### config.mk
export PLATFORM = sky130hd
export DESIGN_NAME = wave_row_pass
export DESIGN_NICKNAME = d
export VERILOG_FILES = /design/src/rtl/wrp_pkg.sv /design/src/rtl/wrp_ctrl.sv /design/src/rtl/wrp_lane.sv /design/src/rtl/wrp_outq.sv /design/src/rtl/wave_row_pass.sv
export SDC_FILE = /design/constraint.sdc
export NUM_CORES = 2
export LEC_CHECK = 0
export CORE_MARGIN = 5
export CORE_UTILIZATION = 55
export DETAILED_ROUTE_END_ITERATION = 7
export HOLD_SLACK_MARGIN = 0.08
export PLACE_DENSITY = 0.71
export SETUP_SLACK_MARGIN = 0.02
export SYNTH_ARGS = -nofsm -noshare
export SYNTH_HDL_FRONTEND = slang
export SYNTH_SLANG_ARGS = --single-unit
### constraint.sdc
create_clock -name clk -period 16.65 [get_ports clk]
set_clock_uncertainty 0.1 [all_clocks]
set_input_delay 3.33 -clock clk [delete_from_list [all_inputs] [get_ports clk]]
set_output_delay 3.33 -clock clk [all_outputs]
set_load 0.005 [all_outputs]
### src/rtl/wrp_pkg.sv
package wrp_pkg;
  localparam int SMP_W    = 16;
  localparam int LANES    = 4;
  localparam int WORD_W   = SMP_W * LANES;
  localparam int MAX_LOG2 = 10;
  localparam int MIN_LOG2 = 4;
  localparam int LOG_W    = 4;
  localparam int LVL_W    = 3;
  localparam int ACC_W    = SMP_W + 4;
  localparam int ADDR_W   = 2 * MAX_LOG2 - 2;

  typedef struct packed {
    logic              vld;
    logic [ADDR_W-1:0] addr;
    logic [WORD_W-1:0] data;
  } wr_ent_t;

  // Optional halving with round-half-up, then clamp to the sample range.
  function automatic logic [SMP_W-1:0] fit_sample(input logic signed [ACC_W-1:0] v,
                                                  input logic halve);
    logic signed [ACC_W-1:0] t;
    t = halve ? ((v + $signed(ACC_W'(1))) >>> 1) : v;
    if ((&t[ACC_W-1:SMP_W-1]) || !(|t[ACC_W-1:SMP_W-1]))
      return t[SMP_W-1:0];
    else if (t[ACC_W-1])
      return {1'b1, {(SMP_W-1){1'b0}}};
    else
      return {1'b0, {(SMP_W-1){1'b1}}};
  endfunction
endpackage

### src/rtl/wrp_ctrl.sv
module wrp_ctrl
  import wrp_pkg::*;
#(
  parameter int MAXL = MAX_LOG2,
  parameter int MINL = MIN_LOG2,
  parameter int LW   = LOG_W,
  parameter int VW   = LVL_W,
  parameter int AW   = ADDR_W
) (
  input  logic          clk,
  input  logic          rst_sn,
  input  logic          start,
  input  logic [LW-1:0] size_log2,
  input  logic [VW-1:0] level,
  input  logic          rescale,
  input  logic          in_valid,
  input  logic          q_empty,
  output logic          busy,
  output logic          done,
  output logic          acc,
  output logic          col_even,
  output logic          step_pair,
  output logic          step_first,
  output logic          step_last,
  output logic          resc_q,
  output logic [AW-1:0] lo_addr,
  output logic [AW-1:0] hi_addr
);
  localparam int CW = MAXL;
  localparam int GW = MAXL - 2;
  localparam int RW = MAXL + 1;

  typedef enum logic [1:0] {ST_IDLE, ST_RUN, ST_DRAIN} st_e;

  st_e           st_q, st_n;
  logic [LW-1:0] len_q, len_n, len_c, sz_c;
  logic          resc_n, done_q, done_n;
  logic [CW-1:0] col_q, col_n, col_max, idx;
  logic [GW-1:0] grp_q, grp_n, grp_max;
  logic [RW-1:0] row_len, half;
  logic [LW-1:0] shamt;
  logic [AW:0]   tot;

  // Effective row length from the clamped size and the level.
  always_comb begin
    if (size_log2 < LW'(MINL))      sz_c = LW'(MINL);
    else if (size_log2 > LW'(MAXL)) sz_c = LW'(MAXL);
    else                            sz_c = size_log2;
    if ({1'b0, sz_c} < ((LW+1)'(level) + (LW+1)'(2))) len_c = LW'(2);
    else                                              len_c = sz_c - LW'(level);
  end

  assign row_len = RW'(1) << len_q;
  assign half    = row_len >> 1;
  assign col_max = CW'(row_len - RW'(1));
  assign grp_max = GW'((row_len >> 2) - RW'(1));
  assign shamt   = len_q - LW'(2);
  assign tot     = (AW+1)'(1) << (({1'b0, len_q} << 1) - (LW+1)'(2));

  assign busy       = (st_q != ST_IDLE);
  assign done       = done_q;
  assign acc        = (st_q == ST_RUN) && in_valid;
  assign col_even   = !col_q[0];
  assign step_pair  = acc && col_even && (col_q != '0);
  assign step_first = acc && (col_q == CW'(2));
  assign step_last  = acc && (col_q == col_max);

  assign idx     = step_last ? CW'(half - RW'(1)) : ((col_q >> 1) - CW'(1));
  assign lo_addr = (AW'(idx) << shamt) + AW'(grp_q);
  assign hi_addr = ((AW'(half) + AW'(idx)) << shamt) + AW'(grp_q);

  always_comb begin
    st_n   = st_q;
    len_n  = len_q;
    resc_n = resc_q;
    col_n  = col_q;
    grp_n  = grp_q;
    done_n = 1'b0;
    case (st_q)
      ST_IDLE: begin
        if (start) begin
          st_n   = ST_RUN;
          len_n  = len_c;
          resc_n = rescale;
          col_n  = '0;
          grp_n  = '0;
        end
      end
      ST_RUN: begin
        if (acc) begin
          if (col_q == col_max) begin
            col_n = '0;
            if (grp_q == grp_max) begin
              grp_n = '0;
              st_n  = ST_DRAIN;
            end else begin
              grp_n = grp_q + GW'(1);
            end
          end else begin
            col_n = col_q + CW'(1);
          end
        end
      end
      ST_DRAIN: begin
        if (q_empty) begin
          st_n   = ST_IDLE;
          done_n = 1'b1;
        end
      end
      default: st_n = ST_IDLE;
    endcase
  end

  always_ff @(posedge clk or negedge rst_sn) begin
    if (!rst_sn) begin
      st_q   <= ST_IDLE;
      len_q  <= LW'(2);
      resc_q <= 1'b0;
      col_q  <= '0;
      grp_q  <= '0;
      done_q <= 1'b0;
    end else begin
      st_q   <= st_n;
      len_q  <= len_n;
      resc_q <= resc_n;
      col_q  <= col_n;
      grp_q  <= grp_n;
      done_q <= done_n;
    end
  end

  // every issued address falls inside the pass's transposed region.
  a_r5_addr_in_range: assert property (@(posedge clk) disable iff (!rst_sn)
    (step_pair || step_last) |-> (({1'b0, hi_addr} < tot) && ({1'b0, lo_addr} < tot)));

  // a start while running leaves the captured settings alone.
  a_r9_start_ignored: assert property (@(posedge clk) disable iff (!rst_sn)
    (busy && start) |=> ($stable(len_q) && $stable(resc_q)));
endmodule

### src/rtl/wrp_lane.sv
module wrp_lane
  import wrp_pkg::*;
#(
  parameter int SW = SMP_W,
  parameter int AC = ACC_W
) (
  input  logic          clk,
  input  logic          rst_sn,
  input  logic          acc,
  input  logic          col_even,
  input  logic          step_pair,
  input  logic          step_first,
  input  logic          step_last,
  input  logic          halve,
  input  logic [SW-1:0] x_in,
  output logic [SW-1:0] lo_out,
  output logic [SW-1:0] hi_out
);
  logic [SW-1:0]        xe_q, xe_n, xo_q, xo_n;
  logic signed [AC-1:0] dp_q, dp_n;
  logic signed [AC-1:0] a_w, o_w, b_w, x_w, xe_w, xo_w, d_w, dprev, s_w;

  assign x_w  = {{(AC-SW){x_in[SW-1]}}, x_in};
  assign xe_w = {{(AC-SW){xe_q[SW-1]}}, xe_q};
  assign xo_w = {{(AC-SW){xo_q[SW-1]}}, xo_q};

  // Even arrival: (x[2i], x[2i+1], x[2i+2]); last column mirrors x[S-2].
  assign a_w   = xe_w;
  assign o_w   = step_last ? x_w  : xo_w;
  assign b_w   = step_last ? xe_w : x_w;
  assign d_w   = o_w - ((a_w + b_w) >>> 1);
  assign dprev = step_first ? d_w : dp_q;
  assign s_w   = a_w + ((dprev + d_w + $signed(AC'(2))) >>> 2);

  assign lo_out = fit_sample(s_w, halve);
  assign hi_out = fit_sample(d_w, halve);

  always_comb begin
    xe_n = xe_q;
    xo_n = xo_q;
    dp_n = dp_q;
    if (acc) begin
      if (col_even) xe_n = x_in;
      else          xo_n = x_in;
      if (step_pair) dp_n = d_w;
    end
  end

  always_ff @(posedge clk or negedge rst_sn) begin
    if (!rst_sn) begin
      xe_q <= '0;
      xo_q <= '0;
      dp_q <= '0;
    end else begin
      xe_q <= xe_n;
      xo_q <= xo_n;
      dp_q <= dp_n;
    end
  end

  // the d[-1] substitution is applied only on the first pair of a row.
  a_r4_first_is_pair: assert property (@(posedge clk) disable iff (!rst_sn)
    step_first |-> step_pair);
  // the mirrored last pair is produced on an odd column.
  a_r3_last_is_odd: assert property (@(posedge clk) disable iff (!rst_sn)
    step_last |-> !col_even);
endmodule

### src/rtl/wrp_outq.sv
module wrp_outq
  import wrp_pkg::*;
#(
  parameter int AW = ADDR_W,
  parameter int WW = WORD_W
) (
  input  logic          clk,
  input  logic          rst_sn,
  input  logic          step_pair,
  input  logic          step_last,
  input  logic [AW-1:0] lo_addr,
  input  logic [AW-1:0] hi_addr,
  input  logic [WW-1:0] lo_word,
  input  logic [WW-1:0] hi_word,
  output logic          wr_en,
  output logic [AW-1:0] wr_addr,
  output logic [WW-1:0] wr_data,
  output logic          q_empty
);
  wr_ent_t out_q, out_n, e0_q, e0_n, e1_q, e1_n;
  wr_ent_t lo_e, hi_e;

  assign lo_e = '{vld: 1'b1, addr: lo_addr, data: lo_word};
  assign hi_e = '{vld: 1'b1, addr: hi_addr, data: hi_word};

  always_comb begin
    out_n = '0;
    e0_n  = e0_q;
    e1_n  = e1_q;
    if (step_pair) begin
      out_n = lo_e;
      e0_n  = hi_e;
      e1_n  = '0;
    end else if (step_last) begin
      if (e0_q.vld) begin
        out_n = e0_q;
        e0_n  = lo_e;
        e1_n  = hi_e;
      end else begin
        out_n = lo_e;
        e0_n  = hi_e;
        e1_n  = '0;
      end
    end else begin
      out_n = e0_q;
      e0_n  = e1_q;
      e1_n  = '0;
    end
  end

  always_ff @(posedge clk or negedge rst_sn) begin
    if (!rst_sn) begin
      out_q <= '0;
      e0_q  <= '0;
      e1_q  <= '0;
    end else begin
      out_q <= out_n;
      e0_q  <= e0_n;
      e1_q  <= e1_n;
    end
  end

  assign wr_en   = out_q.vld;
  assign wr_addr = out_q.addr;
  assign wr_data = out_q.data;
  assign q_empty = !e0_q.vld && !e1_q.vld;

  // a new pair never arrives while an earlier result still waits.
  a_r5_no_collision: assert property (@(posedge clk) disable iff (!rst_sn)
    step_pair |-> q_empty);
  // the last pair never lands on a full queue.
  a_r5_no_overflow: assert property (@(posedge clk) disable iff (!rst_sn)
    step_last |-> !e1_q.vld);
endmodule

### src/rtl/wave_row_pass.sv
module wave_row_pass
  import wrp_pkg::*;
#(
  parameter int SW = SMP_W,
  parameter int NL = LANES,
  parameter int LW = LOG_W,
  parameter int VW = LVL_W,
  parameter int AW = ADDR_W
) (
  input  logic             clk,
  input  logic             rst_n,
  input  logic             start,
  input  logic [LW-1:0]    size_log2,
  input  logic [VW-1:0]    level,
  input  logic             rescale,
  input  logic             in_valid,
  input  logic [SW*NL-1:0] in_word,
  output logic             busy,
  output logic             wr_en,
  output logic [AW-1:0]    wr_addr,
  output logic [SW*NL-1:0] wr_data,
  output logic             done
);
  localparam int WW = SW * NL;

  logic [1:0]    rst_sync_q;
  logic          rst_sn;
  logic          acc, col_even, step_pair, step_first, step_last, resc_q, q_empty;
  logic [AW-1:0] lo_addr, hi_addr;
  logic [WW-1:0] lo_word, hi_word;

  always_ff @(posedge clk or negedge rst_n) begin
    if (!rst_n) rst_sync_q <= 2'b00;
    else        rst_sync_q <= {rst_sync_q[0], 1'b1};
  end
  assign rst_sn = rst_sync_q[1];

  wrp_ctrl #(.LW(LW), .VW(VW), .AW(AW)) u_ctrl (
    .clk(clk), .rst_sn(rst_sn), .start(start), .size_log2(size_log2),
    .level(level), .rescale(rescale), .in_valid(in_valid), .q_empty(q_empty),
    .busy(busy), .done(done), .acc(acc), .col_even(col_even),
    .step_pair(step_pair), .step_first(step_first), .step_last(step_last),
    .resc_q(resc_q), .lo_addr(lo_addr), .hi_addr(hi_addr)
  );

  for (genvar k = 0; k < NL; k++) begin : g_lane
    wrp_lane #(.SW(SW)) u_lane (
      .clk(clk), .rst_sn(rst_sn), .acc(acc), .col_even(col_even),
      .step_pair(step_pair), .step_first(step_first), .step_last(step_last),
      .halve(resc_q), .x_in(in_word[k*SW +: SW]),
      .lo_out(lo_word[k*SW +: SW]), .hi_out(hi_word[k*SW +: SW])
    );
  end

  wrp_outq #(.AW(AW), .WW(WW)) u_outq (
    .clk(clk), .rst_sn(rst_sn), .step_pair(step_pair), .step_last(step_last),
    .lo_addr(lo_addr), .hi_addr(hi_addr), .lo_word(lo_word), .hi_word(hi_word),
    .wr_en(wr_en), .wr_addr(wr_addr), .wr_data(wr_data), .q_empty(q_empty)
  );

  // completion is flagged only right after a write.
  a_r8_done_after_write: assert property (@(posedge clk) disable iff (!rst_sn)
    done |-> $past(wr_en));
  // the completion cycle carries no write and the block is idle.
  a_r8_done_quiet: assert property (@(posedge clk) disable iff (!rst_sn)
    done |-> (!wr_en && !busy));
  // nothing is written while idle.
  a_r10_idle_no_write: assert property (@(posedge clk) disable iff (!rst_sn)
    !busy |-> !wr_en);
endmodule

Word-level counts from Yosys, hierarchy flattened. Cells that the tools add are included.

Bits in registers: 485. Word-level logic and storage cells: 203.

Add/subtract/negate cells: 40. $lt $le $gt $ge: 3. Eq/ne operators: 10. Shift operators: 3. Muxes and demuxes: 66. Bitwise gates (word level): 1. Reductions and logical operators: 52.

Operator list (number): two-way mux 83 bit (7); two-way mux 20 bit (20); two-way mux 16 bit (16); two-way mux 82 bit (2); adder 20 x 2 -> 20 bit, second input constant (8); adder 16 x 20 -> 20 bit (4); adder 20 bit (4); adder 20 x 3 -> 20 bit, second input constant (4); subtractor 20 x 19 -> 20 bit (4); adder 16 x 18 -> 19 bit (4); AND reduction 5 bit (9); two-way mux 10 bit (4); OR reduction 5 bit (8); adder 18 x 8 -> 18 bit (2); two-way mux 8 bit (4); one-hot mux 10 bit (2 select lines) (1); subtractor 10 x 1 -> 10 bit, second input constant (2); << shifter 10 x 4 -> 18 bit (1); << shifter 18 x 4 -> 18 bit (1); one-hot mux 8 bit (2 select lines) (1); two-way mux 4 bit (3); adder 10 x 10 -> 11 bit (1); zero test 1 bit (11); << shifter 1 x 4 -> 11 bit, first input constant (1); other kinds (29) (53).

Logic depth before layout (Yosys ltp).
Word-level depth: 20. Depth in mapped cells: 64. Gate-level depth less buffers: 55.

Cells and area by module. A second synthesis with hierarchy kept.

Cell total of the unflattened synthesis: 5204. Area total of the unflattened synthesis: 46563.4 sq um.

Modules (own cells, without submodules): wrp_lane at g_lane[0].u_lane ... (times used 2, cells each 946, area an instance 7850.0 sq um); wrp_outq (times used 1, cells each 641, area an instance 9524.1 sq um); wrp_lane at g_lane[3].u_lane (times used 1, cells each 994, area an instance 8164.1 sq um); wrp_lane at g_lane[2].u_lane (times used 1, cells each 940, area an instance 7717.4 sq um); wrp_ctrl (times used 1, cells each 734, area an instance 5403.9 sq um); wave_row_pass (times used 1, cells each 3, area an instance 53.8 sq um).

Worst setup path after synthesis. Ideal clock, no wire load.

Path type: input to register. Start point: in in_valid. End point: reg u_outq.out_q (netlist bit u_outq.wr_data[2]). Library setup time: 0.135 ns. Arrival: 12.833 ns. Path slack: 3.583 ns. Cell stages on the path: 48. Path buffers: 7. Cells stage by stage: nand2_1 -> or3_1 -> buf_4 -> buf_4 -> clkbuf_1 -> clkbuf_1 -> clkbuf_1 -> nand2_1 -> nand2_1 -> ha_1 -> a21o_1 -> a21oi_1 -> o21bai_1 -> a21oi_1 -> o21bai_1 -> a21oi_1 -> o21bai_1 -> a21oi_1 -> [... 12 more ...] -> xor2_1 -> o21ai_0 -> ha_1 -> ha_1 -> or2_2 -> a21oi_1 -> a21oi_1 -> xor2_1 -> ha_1 -> nor4_1 -> nor2_1 -> or4_1 -> nand3_1 -> a21oi_1 -> a211o_1 -> clkbuf_1 -> a221oi_1 -> o21ai_0.

RTL lines: from (decl) (line wave_row_pass.sv:16) `input logic in_valid,`; to (signal assigned) (line wrp_outq.sv:57) `out_q <= out_n;`; to (decl) (line wrp_outq.sv:20) `wr_ent_t out_q, out_n, e0_q, e0_n, e1_q, e1_n;`.

==> impl_metrics.env <==
export IMPL_dieHeight_um=294
export IMPL_rrSetupSlack_ns=2.47
export IMPL_cpLargestDelayFamily="compound AO/OA/AOI/OAI gates"
export IMPL_cts_buffers=57
export IMPL_critPathMostFrequentCell="o21ai_0"
export IMPL_ant_nets=0
export IMPL_crit_fanout=63
export IMPL_r2r_start="u_ctrl.len_q[1]$_DFFE_PN1P_"
export IMPL_min_from="rst_sync_q[0]$_DFF_PN0_"
export IMPL_fp_dieW_um=294
export IMPL_cp_slowest_cell="and2_1"
export IMPL_areaGrowthSynthToFinish_pct=10.4
export IMPL_hold_path_end="rst_sync_q[1]$_DFF_PN0_"
export IMPL_vias=41600
export IMPL_clock_fmax_mhz=70.1
export IMPL_drc=0
export IMPL_layout_commonest_cell="nand2_1"
export IMPL_cp_arrival_ns=14.67
export IMPL_postCtsResizedCells=0
export IMPL_drtPass1Iterations=6
export IMPL_layout_drive_gt1_share=0.0646
export IMPL_dr_wl_met2_mm=60.2
export IMPL_die_area_mm2=0.0862
export IMPL_syn_avg_cell_area_um2=7.80
export IMPL_utilization=0.609
export IMPL_hold_buffers=0
export IMPL_synth_seq_cells=485
export IMPL_rsz0062_at_grt="false"
export IMPL_fin_crit_ns=14.26
export IMPL_setup_viol=0
export IMPL_cts_setup_buffers=0
export IMPL_clk_pin_slew_ns=0.06
export IMPL_io_buffers=160
export IMPL_tritoncts="built"
export IMPL_rr_endpoint="u_outq.wr_data[28]$_DFF_PN0_"
export IMPL_reg2reg_depth=46
export IMPL_hold_path_depth=0
export IMPL_wl_met1_mm=54.8
export IMPL_post_place_ws_ns=1.87
export IMPL_whs_ns=0.250
export IMPL_seq_area_frac_synth=0.275
export IMPL_gp_congestion=0.936
export IMPL_grt_ovfl_total=0
export IMPL_status="completed"
export IMPL_dp_hpwl_mm=95.2
export IMPL_setup_tns_ns=0
export IMPL_cts_htree_levels=2
export IMPL_first_iter_violations=2881
export IMPL_grt_max_degree=155
export IMPL_maxSlewViolCount=0
export IMPL_grt_pass1_wl_mm=206
export IMPL_endpoint_kind="flop"
export IMPL_hold_violations=0
export IMPL_clock_path_buffers=3
export IMPL_layout_setup_ws_ns=2.39
export IMPL_coreArea_mm2=0.0802
export IMPL_synthDistinctLibCells=99
export IMPL_synth_warnings=0
export IMPL_cp_required_ns=17.06
export IMPL_synth_edf_count=0
export IMPL_clk_latency_ns=0.66
export IMPL_dr_max_layer_used="met4"
export IMPL_syn_inst=5670
export IMPL_tightest_slew_ns=1.26
export IMPL_routed_wl_met3_mm=7.09
export IMPL_final_nets=6184
export IMPL_synth_area_mm2=0.0442
export IMPL_grtUsageTotal=0.288
export IMPL_setup_worst_path_start="in_valid"
export IMPL_vias_per_cell=6.12
export IMPL_grt_pass1_vias=39700
export IMPL_async_reset_ff_frac=1.00
export IMPL_wl_mm=128
export IMPL_clock_sinks=485
export IMPL_final_cell_mix="nand2_1 (942), dfrtp_1 (482), o21ai_0 (464)"
export IMPL_rows=104
export IMPL_cp_start_kind="primary input"
export IMPL_start_util=0.552
export IMPL_synth_nets=6160
export IMPL_maxCapViolCount=0
export IMPL_cts_root_buf="clkbuf_16"
export IMPL_critPathKind="primary input to flop"
export IMPL_io_pins=161
export IMPL_slowest_delay_ns=0.81
export IMPL_max_slew_margin_rel=0.141
export IMPL_post_route_period_util=0.856
export IMPL_synth_flop_cell="dfrtp_1"
export IMPL_hold_class="flop to flop"
export IMPL_path_buf_inv=2
export IMPL_antenna_found_initial=0
export IMPL_wl_per_cell_um=18.8
==> cells by family (layout without fill, tap and decap cells) <==
| family | after synthesis | in the layout | share of synthesized area |
|---|---|---|---|
| other | 1 | 2 | 0.0000848 |
| AND/OR/NAND/NOR | 2204 | 2204 | 0.228 |
| AO/OA/AOI/OAI | 1642 | 1642 | 0.236 |
| flip-flops | 485 | 485 | 0.275 |
| multiplexers | 174 | 174 | 0.0434 |
| buffers and inverters | 459 | 530 | 0.0395 |
| XOR/XNOR | 291 | 291 | 0.0580 |
| adder cells (fa/ha/maj) | 414 | 414 | 0.121 |
==> area by class of cell <==
type                            count  area [um2]
Fill cell                        7509       31400
Multi-Input combinational cell   4726       30400
Sequential cell                   485       12100
Timing Repair Buffer              205        1980
Clock buffer                       71        1580
Tap cell                         1060        1330
Inverter                          219         822
Clock inverter                     35         523
Antenna cell                        1        2.50
==> worst reg2reg max path, delay by kind of cell, from the launching register on <==
kind                     cells  cell delay, ns
AND/OR/NAND/NOR             15            4.31
XOR/XNOR                     4            1.03
buffers and inverters        2            0.91
adder cells (fa/ha/maj)      6            2.08
AO/OA/AOI/OAI               19            5.07
flip-flops                   1            0.52
==> synth_stat cells, types with 27 or more instances <==
master	count	area share
a211oi_1	67	0.011
a21o_1	82	0.014
a21oi_1	408	0.046
a22oi_1	35	0.0059
a31oi_1	43	0.0061
and2_1	74	0.010
and3_1	48	0.0068
clkbuf_1	209	0.018
dfrtp_1	484	0.27
ha_1	394	0.11
inv_1	213	0.018
mux2_2	133	0.034
mux2i_1	38	0.0086
nand2_1	946	0.080
nand2b_1	54	0.0076
nand3_1	144	0.016
nand4_1	38	0.0054
nor2_1	453	0.038
nor2b_1	75	0.011
nor3_1	162	0.018
nor4_1	30	0.0042
o211ai_1	55	0.0093
o21a_1	76	0.013
o21ai_0	464	0.053
o21ai_1	33	0.0037
o21bai_1	48	0.0081
o22ai_1	36	0.0051
o31ai_1	27	0.0046
or2_2	32	0.0045
or3_1	63	0.0089
xnor2_1	191	0.038
xor2_1	99	0.020
==> metal layers <==
metal / vias up / global-route usage
met5: - / 0
met2: 1188 / 0.498
li1: 20400 / -
met1: 19800 / 0.371
met3: 236 / 0.0336
met4: 0 / 0.113
==> per-stage QoR <==
step | cell area [um2] | std cells
5_1_grt | 48800 | 6801
2_1_floorplan | 44200 | 5670
3_3_place_gp | 46700 | 6695
6_report | 48800 | 6802
4_1_cts | 48800 | 6801
3_5_place_dp | 46700 | 6695
==> registers in the layout (all words and copies together), names as in the netlist <==
name,flops
rst_sync_q,2
u_ctrl.resc_q,1
u_ctrl.st_q,2
g_lane.u_lane.xo_q,64
u_outq.wr_en,1
u_outq.e0_q,83
u_outq.wr_data,64
u_outq.e1_q,83
u_ctrl.len_q,4
u_ctrl.col_q,10
g_lane.u_lane.xe_q,64
g_lane.u_lane.dp_q,80
u_ctrl.grp_q,8
u_ctrl.done,1
u_outq.wr_addr,18
==> how the worst max path moves through the flow <==
stage	end	slack, ns	cells past startpoint
2_1_floorplan	g_lane[0].u_lane.dp_q[0]$_DFFE_PN0P_	2.03	0
3_3_place_gp	u_outq.wr_data[28]$_DFF_PN0_	2.08	40
3_5_place_dp	u_outq.e0_q[25]$_DFF_PN0_	1.87	40
4_1_cts	u_outq.e0_q[25]$_DFF_PN0_	2.50	40
5_1_grt	u_outq.wr_data[2]$_DFF_PN0_	0.91	52
6_report	u_outq.wr_data[28]$_DFF_PN0_	2.39	40
Power is left out: the tool's default activity adds up to more than one toggle a clock period on the data nets, which glitch-free logic cannot reach.
